File: config.mk
export PLATFORM = sky130hd
export DESIGN_NAME = vliw_bundler
export DESIGN_NICKNAME = d
export VERILOG_FILES = /design/src/rtl/vliw_bundle_pkg.sv /design/src/rtl/vliw_prefix_decode.sv /design/src/rtl/vliw_group_ctrl.sv /design/src/rtl/vliw_slot_bank.sv /design/src/rtl/vliw_bundler.sv
export SDC_FILE = /design/constraint.sdc
export NUM_CORES = 1
export LEC_CHECK = 0
export CAP_MARGIN = 30
export CELL_PAD_IN_SITES_DETAIL_PLACEMENT = 0
export CELL_PAD_IN_SITES_GLOBAL_PLACEMENT = 2
export CORE_MARGIN = 1
export CORE_UTILIZATION = 32
export CTS_CLUSTER_DIAMETER = 200
export DETAILED_ROUTE_END_ITERATION = 8
export PLACE_DENSITY_LB_ADDON = 0.1
export SKIP_CTS_REPAIR_TIMING = 1
export SLEW_MARGIN = 0
export SYNTH_ARGS = -nofsm -noshare
export SYNTH_HDL_FRONTEND = slang
export SYNTH_SLANG_ARGS = --single-unit
File: constraint.sdc
create_clock -name clk -period 2.12 [get_ports clk]
set_input_delay 0.636 -clock clk [delete_from_list [all_inputs] [get_ports clk]]
set_output_delay 0.636 -clock clk [all_outputs]
set_load 0.05 [all_outputs]
File: src/rtl/vliw_bundle_pkg.sv
package vliw_bundle_pkg;
  localparam int unsigned INSN_W     = 32;
  localparam int unsigned PREFIX_W   = 2;
  localparam int unsigned OP_W       = INSN_W - PREFIX_W;
  localparam int unsigned LAST_BIT   = 0;   // 1 = closes the group
  localparam int unsigned UNPRED_BIT = 1;   // 0 = predicated operation
endpackage

File: src/rtl/vliw_prefix_decode.sv
module vliw_prefix_decode
  import vliw_bundle_pkg::*;
(
  input  logic [INSN_W-1:0] insn,
  output logic              last,
  output logic              pred,
  output logic [OP_W-1:0]   op
);
  always_comb begin
    last = insn[LAST_BIT];
    pred = ~insn[UNPRED_BIT];
    op   = insn[INSN_W-1:PREFIX_W];
  end
endmodule

File: src/rtl/vliw_group_ctrl.sv
module vliw_group_ctrl #(
  parameter int unsigned SLOTS = 4
) (
  input  logic             clk,
  input  logic             rst_n,
  input  logic             flush,
  input  logic             in_valid,
  input  logic             in_last,
  input  logic             out_ready,
  output logic             in_ready,
  output logic [SLOTS-1:0] wr_en,
  output logic             clr,
  output logic             busy,
  output logic             ovf
);
  localparam int unsigned CNT_W = $clog2(SLOTS + 1);

  logic [CNT_W-1:0] cnt;
  logic full, drain, accept, ovf_fire, flush_hit;

  always_comb begin
    full      = (cnt == CNT_W'(SLOTS));
    drain     = busy && out_ready;
    in_ready  = !busy && !full && !flush;
    accept    = in_valid && in_ready;
    ovf_fire  = in_valid && full && !busy && !flush;
    flush_hit = flush && !busy;
    clr       = drain || flush_hit;
  end

  for (genvar i = 0; i < SLOTS; i++) begin : g_wr
    assign wr_en[i] = accept && (cnt == CNT_W'(i));
  end

  always_ff @(posedge clk or negedge rst_n) begin
    if (!rst_n) begin
      cnt  <= '0;
      busy <= 1'b0;
      ovf  <= 1'b0;
    end else begin
      if (clr)         cnt <= '0;
      else if (accept) cnt <= cnt + CNT_W'(1);

      if (drain) begin
        busy <= 1'b0;
        ovf  <= 1'b0;
      end else if (accept && in_last) begin
        busy <= 1'b1;
      end else if (ovf_fire) begin
        busy <= 1'b1;
        ovf  <= 1'b1;
      end
    end
  end

  p_input_blocked_r7: assert property (@(posedge clk) disable iff (!rst_n)
    busy |-> !in_ready);
  p_count_bound_r8: assert property (@(posedge clk) disable iff (!rst_n)
    cnt <= CNT_W'(SLOTS));
  p_flush_silent_r9: assert property (@(posedge clk) disable iff (!rst_n)
    (flush && !busy) |=> !busy);
  p_last_emits_r2: assert property (@(posedge clk) disable iff (!rst_n)
    (in_valid && in_ready && in_last) |=> busy);
endmodule

File: src/rtl/vliw_slot_bank.sv
module vliw_slot_bank
  import vliw_bundle_pkg::*;
#(
  parameter int unsigned SLOTS = 4
) (
  input  logic                  clk,
  input  logic                  rst_n,
  input  logic [SLOTS-1:0]      wr_en,
  input  logic                  clr,
  input  logic                  pred,
  input  logic [OP_W-1:0]       op,
  output logic [SLOTS-1:0]      slot_v,
  output logic [SLOTS-1:0]      slot_p,
  output logic [SLOTS*OP_W-1:0] slot_ops
);
  for (genvar i = 0; i < SLOTS; i++) begin : g_slot
    always_ff @(posedge clk or negedge rst_n) begin
      if (!rst_n) begin
        slot_v[i]               <= 1'b0;
        slot_p[i]               <= 1'b0;
        slot_ops[i*OP_W +: OP_W] <= '0;
      end else if (clr) begin
        slot_v[i] <= 1'b0;
      end else if (wr_en[i]) begin
        slot_v[i]               <= 1'b1;
        slot_p[i]               <= pred;
        slot_ops[i*OP_W +: OP_W] <= op;
      end
    end
  end

  p_one_write_r5: assert property (@(posedge clk) disable iff (!rst_n)
    $onehot0(wr_en));
  p_fill_prefix_r5: assert property (@(posedge clk) disable iff (!rst_n)
    (slot_v & (slot_v + SLOTS'(1))) == '0);
endmodule

File: src/rtl/vliw_bundler.sv
module vliw_bundler
  import vliw_bundle_pkg::*;
#(
  parameter int unsigned SLOTS = 4
) (
  input  logic                  clk,
  input  logic                  rst_n,
  input  logic                  flush,
  input  logic                  in_valid,
  output logic                  in_ready,
  input  logic [INSN_W-1:0]     in_insn,
  output logic                  out_valid,
  input  logic                  out_ready,
  output logic [SLOTS-1:0]      out_slot_valid,
  output logic [SLOTS-1:0]      out_slot_pred,
  output logic [SLOTS*OP_W-1:0] out_ops,
  output logic                  out_overflow
);
  logic             dec_last, dec_pred;
  logic [OP_W-1:0]  dec_op;
  logic [SLOTS-1:0] wr_en, slot_v, slot_p;
  logic             clr;

  vliw_prefix_decode u_dec (
    .insn (in_insn),
    .last (dec_last),
    .pred (dec_pred),
    .op   (dec_op)
  );

  vliw_group_ctrl #(.SLOTS(SLOTS)) u_ctrl (
    .clk       (clk),
    .rst_n     (rst_n),
    .flush     (flush),
    .in_valid  (in_valid),
    .in_last   (dec_last),
    .out_ready (out_ready),
    .in_ready  (in_ready),
    .wr_en     (wr_en),
    .clr       (clr),
    .busy      (out_valid),
    .ovf       (out_overflow)
  );

  vliw_slot_bank #(.SLOTS(SLOTS)) u_bank (
    .clk      (clk),
    .rst_n    (rst_n),
    .wr_en    (wr_en),
    .clr      (clr),
    .pred     (dec_pred),
    .op       (dec_op),
    .slot_v   (slot_v),
    .slot_p   (slot_p),
    .slot_ops (out_ops)
  );

  assign out_slot_valid = slot_v & {SLOTS{out_valid}};
  assign out_slot_pred  = slot_p & slot_v & {SLOTS{out_valid}};

  p_bundle_hold_r7: assert property (@(posedge clk) disable iff (!rst_n)
    (out_valid && !out_ready) |=> (out_valid && $stable(out_ops) &&
      $stable(out_slot_valid) && $stable(out_slot_pred) && $stable(out_overflow)));
  p_overflow_full_r8: assert property (@(posedge clk) disable iff (!rst_n)
    out_overflow |-> (out_valid && (&out_slot_valid)));
  p_lead_slot_r5: assert property (@(posedge clk) disable iff (!rst_n)
    out_valid |-> out_slot_valid[0]);
endmodule

==> metrics <==
status=finished, violations left; failing checks=setup timing; number of synthesized flops with an enable pin=0; vias in the first global route=roughly 3600; share of cells above drive strength 1=0.565; Worst Tran Pin Value=~0.6 ns; DP Wirelength=a little under 9 mm; Longest Clk Path Bufs=2; remaining antenna violation count=0; Core Area=0.0161 mm^2; row cnt=between 40 and 50; Die Y-Extent=132 um; area leader, netlist=dfrtp_1; post-synthesis cell count=between 300 and 400; Yosys top cell area share=0.620; Max Clk Rate=approximately 0.47 GHz; footprint of the multi-input gates=between 0.0015 and 0.002 mm^2; Final Slew Violations=0; FF-to-FF Start=u_ctrl.cnt[0]$_DFFE_PN0P_; register area share after synthesis=0.620; Lkg Pwr=between 4 and 5 nW; Avg WL per Cell=~17 um; global-route wire length before repair=~21 mm; initial antenna violation count=0; Buffers on Ports=approximately 170; worst hold-check path type=in2async; CTS buffer count=17; PD cells=1650 mW/mm^2; Arr. time, crit path=around 1.5 ns; post-synth cell types=24; CP endpoint kind=output pin; main area contributors after synthesis=dfrtp_1 (62%), mux2_2 (16%), mux2_4 (13%), buf_6 (2.1%), ha_1 (1.2%); slack of the critical path=-0.0214 ns; final worst path period share=1.01; count leader, synth=dfrtp_1; H-Tree Depth=4; dpl cells=around 700; Synth-to-Final Area Change=49.8%; VDD IR-drop max=905 uV; crit path kind=reg2out; FF-to-FF End=u_bank.slot_ops[101]$_DFFE_PN0P_; Clock Skews=0.00922 ns; remaining global-route overflow=0; Clock Latency Late Sink=~0.4 ns; R2R Setup Slk=around 0.30 ns; worst-path maximum fanout=6; Top-Level Pins=between 150 and 200; Synth Area per Inst=about 17 um^2; drt total wl=between 10 and 15 mm; nets@finish=roughly 560; Finished Layout Cells=approximately 750; Warnings, synthesis=0; synth cell count leaders=dfrtp_1 (133), mux2_2 (74), mux2_4 (46); Die W=132 um; Setup Viol. Count Final=1; DRC viols=0; synthesized cell area=approximately 0.0054 mm^2; filler instances=1427; Slew HR=0.608; clk slew on worst S/H paths=roughly 0.06 ns; # diodes=0; Critical Path Source Type=register; first drt pass iteration count=4; Placer Congestion=0.702; R2R cell count=6; Tot GR Track Use=0.157; FFs w/ async S/R, synth=1.00; RSZ-0062 raised after global routing=true; DIE AREA=around 0.017 mm^2; Register Area=0.00333 mm^2; syn_nets=between 300 and 400; Fin. Hold Viols=0; pin count of the biggest net entering global routing=59; final core occ=0.499; #FFs+latches synth=133; CTS tree=yes; min cycle time layout=approximately 2.1 ns; via count=3415; top_reg_cell synth=dfrtp_1; Clock Sinks=between 100 and 150; maxcap violations=0; Initial Util=0.333; clock root buffer=clkbuf_16; vias per cell=4.56; data required time of the critical path=1.48 ns; DRT iter0 DRCs=just over 80
metal layers:
metal / routed length, um / global-route usage / share of wire
met1: 5820 / 0.207 / 0.45
met2: 6050 / 0.234 / 0.47
met3: 918 / 0.0563 / 0.071
met4: 207 / 0.0620 / 0.016
met5: 0 / 0 / 0
layout make-up:
| type | instances | share of cell area |
|---|---|---|
| clock buffers | 20 | 0.0555 |
| clock inverters | 12 | 0.0221 |
| inverters | 6 | 0.00280 |
| multi-input cells | 170 | 0.237 |
| flip-flops and latches | 133 | 0.414 |
| well taps | 216 | 0.0336 |
| repair buffers | 192 | 0.235 |
cell families after synthesis:
group / share of synthesized area
muxes: 0.291
buffers and inverters: 0.0294
AOI/OAI and AO/OA: 0.0142
adders and majority gates: 0.0116
DFF: 0.620
and+or+nand+nor: 0.0338
critical path, cell delays in order (launching register included):
cell and delay (ns):
dfrtp_1 0.39, inv_1 0.10, ha_4 0.20, a211oi_4 0.24
buf_12 0.17
registers in the layout, summed over array words and instances, names as in the netlist:
| name | cells |
|---|---|
| u_bank.slot_v | 4 |
| u_ctrl.ovf | 1 |
| u_ctrl.cnt | 3 |
| u_bank.slot_p | 4 |
| u_ctrl.busy | 1 |
| u_bank.slot_ops | 120 |
stage by stage:
stage / setup WS, ns / setup TNS, ns / area, um^2 / power [W] / hold slack (ns)
after floorplan: -0.0732 / -0.438 / 5380 / 0.00818 / 0.340
after global placement: -0.211 / -17.88 / 7330 / 0.0102 / 0.473
after detailed placement: -0.224 / -19.24 / 7330 / 0.0103 / 0.478
after CTS: -0.252 / -2.11 / 7960 / 0.0134 / 0.216
after global routing: -0.0694 / -0.0694 / 8050 / 0.0138 / 0.238
final: -0.0214 / -0.0214 / 8050 / 0.0133 / 0.200
report_power, final:
part	switching [W]	leakage [nW]	internal, W
logic	0.00402	2.24	0.00219
registers	0.000527	1.67	0.00346
clock network	0.00110	0.304	0.00200
total	0.00565	4.22	0.00764
worst max path at each step:
stage                                    from          endpoint
finish              u_ctrl.cnt[1]$_DFFE_PN0P_          in_ready
global route        u_ctrl.cnt[1]$_DFFE_PN0P_          in_ready
CTS                 u_ctrl.cnt[0]$_DFFE_PN0P_          in_ready
detailed placement                      flush          in_ready
global placement                        flush          in_ready
floorplan             u_ctrl.busy$_DFFE_PN0P_  out_slot_pred[0]
cells in the final DEF (no fill, tap or decap), types with 3 or more instances in the layout:
cell	count
mux2_2	74
ha_1	4
clkdlybuf4s50_1	34
mux2_4	46
nand2_4	3
clkbuf_16	17
buf_4	118
a31oi_1	4
inv_1	5
clkinv_2	3
buf_12	22
bufinv_16	4
dfrtp_1	132
dlymetal6s2s_1	16
clkinv_4	3
nand2_1	12
mux2i_1	4
and2_1	4
and3_1	4
a21oi_1	5
(Power assumes the default switching activity.)
